--- src/rtl/can_mode_pkg.sv ---
package can_mode_pkg;

  typedef enum logic [2:0] {
    MODE_NORMAL  = 3'd0,
    MODE_LISTEN  = 3'd1,
    MODE_STANDBY = 3'd2,
    MODE_GTS     = 3'd3,
    MODE_SLEEP   = 3'd4
  } can_mode_e;

  typedef struct packed {
    logic tx_en;
    logic rx_normal;
    logic inh;
    logic bias;
  } can_drive_t;

  function automatic can_mode_e pin_mode(input logic stby_n, input logic en);
    if (stby_n) return en ? MODE_NORMAL : MODE_LISTEN;
    return en ? MODE_GTS : MODE_STANDBY;
  endfunction

endpackage

--- src/rtl/can_uv_filter.sv ---
module can_uv_filter #(
  parameter int unsigned FILT_CYC = 8
) (
  input  logic clk_i,
  input  logic rst_ni,
  input  logic uv_i,
  output logic trip_o
);
  localparam int unsigned CW  = $clog2(FILT_CYC + 1);
  localparam logic [CW-1:0] LIM = CW'(FILT_CYC - 1);

  logic [CW-1:0] cnt_q;

  always_ff @(posedge clk_i or negedge rst_ni) begin
    if (!rst_ni)        cnt_q <= '0;
    else if (!uv_i)     cnt_q <= '0;
    else if (cnt_q < LIM) cnt_q <= cnt_q + 1'b1;
  end

  // trips on the FILT_CYC-th consecutive high sample
  assign trip_o = uv_i && (cnt_q >= LIM);

  generate
    if (FILT_CYC > 1) begin : g_chk
      assert_uv_history_R10: assert property (@(posedge clk_i) disable iff (!rst_ni)
        trip_o |-> $past(uv_i));
    end
  endgenerate
endmodule

--- src/rtl/can_mode_fsm.sv ---
module can_mode_fsm
  import can_mode_pkg::*;
#(
  parameter int unsigned HOLD_CYC = 16
) (
  input  logic      clk_i,
  input  logic      rst_ni,
  input  logic      stby_n_i,
  input  logic      en_i,
  input  logic      wake_i,
  input  logic      uv_trip_i,
  output can_mode_e mode_o,
  output logic      wake_evt_o
);
  localparam int unsigned HW = $clog2(HOLD_CYC + 1);
  localparam logic [HW-1:0] HOLD_LAST = HW'(HOLD_CYC - 1);

  can_mode_e     state_q, state_d, pin_sel;
  logic [HW-1:0] hold_q, hold_d;

  assign pin_sel = pin_mode(stby_n_i, en_i);

  always_comb begin
    state_d    = pin_sel;
    wake_evt_o = 1'b0;
    if (uv_trip_i) begin
      state_d = MODE_SLEEP;
    end else begin
      unique case (state_q)
        MODE_SLEEP: begin
          if (wake_i) begin
            state_d    = MODE_STANDBY;
            wake_evt_o = 1'b1;
          end else if (!stby_n_i) begin
            state_d = MODE_SLEEP;
          end
        end
        MODE_GTS: begin
          if (wake_i)                  state_d = MODE_STANDBY;
          else if (pin_sel != MODE_GTS) state_d = pin_sel;
          else if (hold_q == HOLD_LAST) state_d = MODE_SLEEP;
          else                          state_d = MODE_GTS;
        end
        default: state_d = pin_sel;
      endcase
    end
  end

  assign hold_d = (state_q == MODE_GTS && state_d == MODE_GTS) ? hold_q + 1'b1 : '0;

  always_ff @(posedge clk_i or negedge rst_ni) begin
    if (!rst_ni) begin
      state_q <= MODE_STANDBY;
      hold_q  <= '0;
    end else begin
      state_q <= state_d;
      hold_q  <= hold_d;
    end
  end

  assign mode_o = state_q;

  assert_sleep_via_gts_R5: assert property (@(posedge clk_i) disable iff (!rst_ni)
    (state_q != MODE_GTS && state_q != MODE_SLEEP && !uv_trip_i) |=> state_q != MODE_SLEEP);
  assert_hold_bound_R5: assert property (@(posedge clk_i) disable iff (!rst_ni)
    (state_q == MODE_GTS) |-> (hold_q <= HOLD_LAST));
  assert_wake_standby_R8: assert property (@(posedge clk_i) disable iff (!rst_ni)
    (state_q == MODE_SLEEP && wake_i && !uv_trip_i) |=> state_q == MODE_STANDBY);
  assert_uv_forces_sleep_R10: assert property (@(posedge clk_i) disable iff (!rst_ni)
    uv_trip_i |=> state_q == MODE_SLEEP);
endmodule

--- src/rtl/can_mode_drive.sv ---
module can_mode_drive
  import can_mode_pkg::*;
#(
  parameter int unsigned PULSE_CYC = 4
) (
  input  logic       clk_i,
  input  logic       rst_ni,
  input  can_mode_e  mode_i,
  input  logic       wake_evt_i,
  output can_drive_t drive_o,
  output logic       rxd_wake_n_o
);
  localparam int unsigned PW = $clog2(PULSE_CYC + 1);

  logic [PW-1:0] pulse_q;

  always_comb begin
    drive_o = '{tx_en: 1'b0, rx_normal: 1'b0, inh: 1'b1, bias: 1'b0};
    unique case (mode_i)
      MODE_NORMAL: drive_o = '{tx_en: 1'b1, rx_normal: 1'b1, inh: 1'b1, bias: 1'b1};
      MODE_LISTEN: drive_o = '{tx_en: 1'b0, rx_normal: 1'b1, inh: 1'b1, bias: 1'b1};
      MODE_SLEEP:  drive_o = '{tx_en: 1'b0, rx_normal: 1'b0, inh: 1'b0, bias: 1'b0};
      default: ;
    endcase
  end

  always_ff @(posedge clk_i or negedge rst_ni) begin
    if (!rst_ni)           pulse_q <= '0;
    else if (wake_evt_i)   pulse_q <= PW'(PULSE_CYC);
    else if (pulse_q != 0) pulse_q <= pulse_q - 1'b1;
  end

  assign rxd_wake_n_o = (pulse_q == '0);

  assert_pulse_origin_R8: assert property (@(posedge clk_i) disable iff (!rst_ni)
    $fell(rxd_wake_n_o) |-> $past(wake_evt_i));
endmodule

--- src/rtl/can_xcvr_mode_ctrl.sv ---
module can_xcvr_mode_ctrl
  import can_mode_pkg::*;
#(
  parameter int unsigned HOLD_CYC       = 16,
  parameter int unsigned UV_FILT_CYC    = 8,
  parameter int unsigned WAKE_PULSE_CYC = 4
) (
  input  logic       clk_i,
  input  logic       rst_ni,
  input  logic       stby_n_i,
  input  logic       en_i,
  input  logic       wake_i,
  input  logic       uv_i,
  output logic [2:0] mode_o,
  output logic       tx_en_o,
  output logic       rx_normal_o,
  output logic       inh_o,
  output logic       bias_en_o,
  output logic       rxd_wake_n_o
);
  logic       uv_trip, wake_evt;
  can_mode_e  mode;
  can_drive_t drv;

  can_uv_filter #(.FILT_CYC(UV_FILT_CYC)) u_uv (
    .clk_i(clk_i), .rst_ni(rst_ni), .uv_i(uv_i), .trip_o(uv_trip)
  );

  can_mode_fsm #(.HOLD_CYC(HOLD_CYC)) u_fsm (
    .clk_i(clk_i), .rst_ni(rst_ni), .stby_n_i(stby_n_i), .en_i(en_i),
    .wake_i(wake_i), .uv_trip_i(uv_trip), .mode_o(mode), .wake_evt_o(wake_evt)
  );

  can_mode_drive #(.PULSE_CYC(WAKE_PULSE_CYC)) u_drv (
    .clk_i(clk_i), .rst_ni(rst_ni), .mode_i(mode), .wake_evt_i(wake_evt),
    .drive_o(drv), .rxd_wake_n_o(rxd_wake_n_o)
  );

  assign mode_o      = mode;
  assign tx_en_o     = drv.tx_en;
  assign rx_normal_o = drv.rx_normal;
  assign inh_o       = drv.inh;
  assign bias_en_o   = drv.bias;

  assert_pulse_in_standby_R8: assert property (@(posedge clk_i) disable iff (!rst_ni)
    $fell(rxd_wake_n_o) |-> mode_o == MODE_STANDBY);
  assert_inh_follows_sleep_R4: assert property (@(posedge clk_i) disable iff (!rst_ni)
    ($past(uv_trip) || $past(mode) == MODE_GTS || $past(mode) == MODE_SLEEP) || inh_o);
endmodule

--- config.mk ---
export PLATFORM = sky130hd
export DESIGN_NAME = can_xcvr_mode_ctrl
export DESIGN_NICKNAME = d
export VERILOG_FILES = /design/src/rtl/can_mode_pkg.sv /design/src/rtl/can_uv_filter.sv /design/src/rtl/can_mode_fsm.sv /design/src/rtl/can_mode_drive.sv /design/src/rtl/can_xcvr_mode_ctrl.sv
export SDC_FILE = /design/constraint.sdc
export NUM_CORES = 1
export LEC_CHECK = 0
export BUFFER_PORTS_ARGS = -buffer_cell sky130_fd_sc_hd__buf_2
export CAP_MARGIN = 20
export CORE_UTILIZATION = 50
export DETAILED_ROUTE_END_ITERATION = 10
export PLACE_DENSITY = 0.72
export SLEW_MARGIN = 0
export SYNTH_ARGS = -nofsm -noshare
export SYNTH_HDL_FRONTEND = slang
export SYNTH_HIERARCHICAL = 1
export SYNTH_SLANG_ARGS = --single-unit
--- constraint.sdc ---
create_clock -name clk_i -period 3.1 [get_ports clk_i]
set_clock_uncertainty 0.15 [all_clocks]
set_input_delay 0.465 -clock clk_i [delete_from_list [all_inputs] [get_ports clk_i]]
set_output_delay 0.465 -clock clk_i [all_outputs]
set_load 0.01 [all_outputs]
After elaboration in Yosys (flattened, before gate mapping) --
Index checks and enable logic that the tools add are counted.
Cells by class: order comparisons 2, multiply operators 0, reductions and logical operators 6, shift-type cells 0, bitwise gates (word level) 0, divide/modulo/power cells 0, equal/unequal tests 7, multiplexer cells 21, add/sub/neg operators 3
Operator list (number):
- two-way mux 3 bit | 10
- one-hot mux 4 bit (3 select lines) | 1
- two-way mux 4 bit | 2
- equality test 3 x 2 -> 1 bit, second input constant | 2
- zero test 3 bit | 2
- two-way mux 1 bit | 6
- one-hot mux 3 bit (2 select lines) | 1
- adder 5 x 1 -> 5 bit, second input constant | 1
- equality test 5 x 4 -> 1 bit, second input constant | 1
- two-way mux 5 bit | 1
- adder 4 x 1 -> 4 bit, second input constant | 1
- greater-or-equal comparator 4 x 3 -> 1 bit, second input constant | 1
- less-than comparator 4 x 3 -> 1 bit, second input constant | 1
- equality test 3 x 1 -> 1 bit, second input constant | 1
- equality test 3 bit, second input constant | 1
- != test 3 x 2 -> 1 bit, second input constant | 1
- nonzero test 3 bit | 1
- subtractor 3 x 1 -> 3 bit, second input constant | 1
- logical AND 1 bit | 2
- != test 2 x 1 -> 1 bit, second input constant | 1
- nonzero test 2 bit | 1
Storage, ports and cells: input port bits 6, latch bits 0, logic and storage cells 43, register bits 15, bits in writable memories 0, ROM bits 0, output and inout port bits 8, memories 0

Longest topological paths before layout --
word-level depth 11, mapped depth 6, depth with buffers taken out 6

Cells and area by module --
The synthesis kept the hierarchy.
By module, submodules not included:
- can_mode_fsm | area an instance 485.5 sq um, times used 1, seq. area each 201.4 sq um, cells each 43
- can_mode_drive | area an instance 207.7 sq um, times used 1, seq. area each 75.1 sq um, cells each 21
- can_uv_filter | area an instance 196.4 sq um, times used 1, seq. area each 100.1 sq um, cells each 17

Worst setup path before layout --
Ideal clock, no wire load.
path type register -> register, from register u_uv.cnt_q[0], to register u_drv.pulse_q[0], path slack 1.230 ns, clock period less this slack 1.870 ns, path buffers 0, required time 2.825 ns, arrival 1.595 ns, library setup time 0.125 ns, cell stages (with the launch flop) 7, cells stage by stage dfrtp_1 ha_1 a21oi_2 nor2b_1 nor3b_1 nor2b_1 mux2_4
On the way: word-level cells in the longest chain between the ends 4, elaborated cells between the ends (all ways) 5, those cells by class 1 x order compare; 2 x mux; 2 x reduce/logical
Ends and longest elaborated chain:
- from (decl) | RTL line can_uv_filter.sv:12 | logic [CW-1:0] cnt_q;
- from (signal assigned) | RTL line can_uv_filter.sv:17 | else if (cnt_q < LIM) cnt_q <= cnt_q + 1'b1;
- greater-or-equal comparator 4 x 3 -> 1 bit (*) | RTL line can_uv_filter.sv:21 | assign trip_o = uv_i && (cnt_q >= LIM);
- logical AND 1 bit (*) | RTL line can_uv_filter.sv:21
- via uv_trip | RTL line can_xcvr_mode_ctrl.sv:21 | logic uv_trip, wake_evt;
- two-way mux 1 bit (*) | RTL line can_mode_fsm.sv:26 | if (uv_trip_i) begin
- via wake_evt | RTL line can_xcvr_mode_ctrl.sv:21
- two-way mux 3 bit or nonzero test 2 bit (tied branches)
- to (signal assigned) | RTL line can_mode_drive.sv:29 | else if (wake_evt_i) pulse_q <= PW'(PULSE_CYC);
- to (signal assigned) | RTL line can_mode_drive.sv:30 | else if (pulse_q != 0) pulse_q <= pulse_q - 1'b1;
- to (decl) | RTL line can_mode_drive.sv:15 | logic [PW-1:0] pulse_q;
Mark *: on every way through the listed nets, which the timed path passes. The rest lies on a longest branch. A chain may end at the register's enable or synchronous reset.

Worst setup path in the final report --
Ends and elaborated chain as after synthesis.

==> results.md <==
- Cell count after synthesis: 81
- Cell depth of the worst flop-to-flop path: 6
- CTS clock-pin slew for the worst setup and hold paths: 0.09 ns
- Top cells by area, synth: dfrtp_1 (39%), ha_1 (9.8%), mux2i_1 (3.4%)
- Post-Route WL: 1.40 mm
- Hold Crit Class: input pin to flip-flop
- Syn. warnings: 6
- Multi-input gate area: 487 sq um
- Synth unique cells: 36
- Fraction of layout cells with a size suffix above 1: 26.5%
- CTS tree: done
- CP Data Arrival Time: 2.07 ns
- Max-Cap Viols: 0
- Status: finished, final reports clean
- FF+latch count, synth: 15
- Number of global-route vias before repair: 586
- Yosys top cell area share: 39.4%
- Worst Max-Slew Pin Slew: 0.505 ns
- Final setup viols: 0
- Initial antenna violation count: 0
- Grt met2 use: 25.9%
- Synthesized cell area: 890 sq um
- Critical path endpoint category: flip-flop
- Final Hold Vio Count: 0
- First-pass GRT wire length: 2.40 mm
- Final TNS setup: 0 ns
- CTS buffer count: 3
- RSZ-0062 raised after global routing: false
- Proportion of synthesized flip-flops having asynchronous set or reset: 100%
- HPWL Detailed: 1.10 mm
- Placed Instances: 109
- CTS Sinks: 15
- Grt total ovfl: 0
- FF/Latch Area: 377 sq um
- Initial drt markers: 3
- EDFF count, synth: 0
- Largest net degree at the start of global routing: 16
- Remaining routing DRC violations: 0
- M3 GR Usage: 3.67%
- Post-synth top flop: dfrtp_1
- Fmax: 0.487 GHz
- Final Critical Period: 2.05 ns
- Synth cell count leaders: dfrtp_1 (14), ha_1 (7), nand2_1 (6), nor3_1 (6)
- # fillers: 132
- Diodes inserted: 0
- Setup CP Type: flip-flop to flip-flop
- Startpoint types: flip-flop
- # nets final: 112
- Post-DRT Antenna Nets: 0
- R2r setup slk: 1.05 ns
- Io pins: 14
- Worst slew margin: 66.2%
- Final Util: 63.7%
- Core Area: 1580 sq um
- CTS resizes: 0
- Most frequent cell after synthesis: dfrtp_1
- Crit Path Max Fanout: 5
- Layout area overhead: 12.9%
- CTS H-tree depth: 1
- Post-synth net total: 94
- Standard-cell row count: 14
- Yosys top cell by area: dfrtp_1
- Clock tree buffer depth: 2
- Skew-Pair Late Insertion Delay: 0.28 ns
- Avg Vias per Cell: 5.48
- Req. time, crit path: 3.12 ns
- GRT Max-Usage Layer: met2
- Clock root buffer: clkbuf_4
- Fin cells: 114
- WL/cell: 12.3 um
- Worst VDD drop: 0.368 mV
- Hold Path Sink: u_fsm/mode_o[2]
- Pleak: 0.000484 uW
- CP startpoint: u_uv/cnt_q[0]
- Hold Path Origin: wake_i
- Die width: 44.2 um
- Initial core utilization: 56.4%
- Avg Cell Area, Syn: 11.0 sq um
- GRT Overall Usage: 17.2%
- Global-route track usage on met1: 22.7%
- Reg2Reg Launch Point: u_uv/cnt_q[0]
- Worst R2R End: u_drv/pulse_q[0]
- DIE AREA: 1950 sq um
- PortBufs: 13
- Final period utilization: 66.2%
- Pre-antenna DRT Iters: 6
- Via count: 625
- Die Y: 44.2 um
- Worst hold path depth: 2
- Pwr dens: 557 nW/um^2
- Register area share after synthesis: 42.3%
- Final Max Tran Viols: 0
- Gpl congestion: 0.738
==> layout by cell type (no fill, tap or decap), types with 2 or more instances in the layout <==
cell / netlist / final
nor2_1: 5 / 5
dfrtp_1: 14 / 14
nor3_1: 6 / 6
nor3b_2: 2 / 2
buf_2: 0 / 13
mux2i_1: 3 / 3
ha_1: 7 / 7
nor2b_1: 4 / 4
inv_1: 5 / 5
o21a_1: 2 / 2
nand2b_1: 2 / 2
nand2_1: 6 / 6
clkbuf_4: 0 / 3
==> stage by stage <==
stage | hold slack [ns] | instance area, sq um | power (uW) | setup WS [ns]
5_1_grt | 0.251 | 1000 | 600 | 0.918
3_5_place_dp | 0.238 | 967 | 453 | 1.04
4_1_cts | 0.242 | 1000 | 568 | 1.03
2_1_floorplan | 0.0194 | 890 | 401 | 1.23
3_3_place_gp | 0.229 | 967 | 448 | 1.11
6_report | 0.253 | 1000 | 559 | 1.05
==> layout make-up <==
| type | count | share of cell area [%] |
|---|---|---|
| Clock inverter | 1 | 0.498 |
| Timing Repair Buffer | 14 | 7.47 |
| Clock buffer | 3 | 2.24 |
| Inverter | 5 | 1.87 |
| Tap cell | 16 | 1.99 |
| Multi-Input combinational cell | 60 | 48.4 |
| Sequential cell | 15 | 37.5 |
==> where the power goes <==
part,internal [uW],switching (uW)
sequential,227,28.9
combinational,101,91.5
clock,47.9,63.1
==> registers in the layout (all words and copies together) (netlist names) <==
signal	cells
u_drv/pulse_q	3
u_fsm/hold_q	5
u_uv/cnt_q	4
u_fsm/mode_o	3
==> metal layers <==
metal  vias to the layer above  routed length [um]  share of wire (%)
li1                        327                   -                  -
met1                       282                 730                 52
met2                        14                 602                 43
met3                         2                  51                3.6
met4                         0                  15                1.1
met5                         -                   0                  0
==> cell families after synthesis <==
group                      after synthesis  synth area share (%)
and+or+nand+nor                         35                  25.5
DFF                                     15                  42.3
muxes                                    4                  5.06
AOI/OAI and AO/OA                       12                  12.4
buffers and inverters                    6                  2.95
xor gates and xnor gates                 2                  1.97
adders and majority gates                7                  9.84
==> what timing repair did <==
action	4_1_cts	5_1_grt
setup buffers	0	0
hold buffers	1	0
hold endpoints to repair	14	0
==> worst max path at each step <==
stage / to / slack [ns] / depth (start not counted)
2_1_floorplan: u_drv/pulse_q[0] / 1.23 / 6
3_3_place_gp: u_drv/pulse_q[0] / 1.11 / 6
3_5_place_dp: u_drv/pulse_q[0] / 1.04 / 6
4_1_cts: u_drv/pulse_q[0] / 1.03 / 6
5_1_grt: u_drv/pulse_q[0] / 0.92 / 6
6_report: u_drv/pulse_q[0] / 1.05 / 6
==> worst max-delay path: stages, from the launching register on <==
cell and delay, ns:
dfrtp_1 0.41, ha_1 0.24, a21oi_2 0.20, nor2b_1 0.12, nor3b_1 0.45, nor2b_1 0.10, mux2_4 0.27
Note: power is estimated with default switching activity, not from simulation.
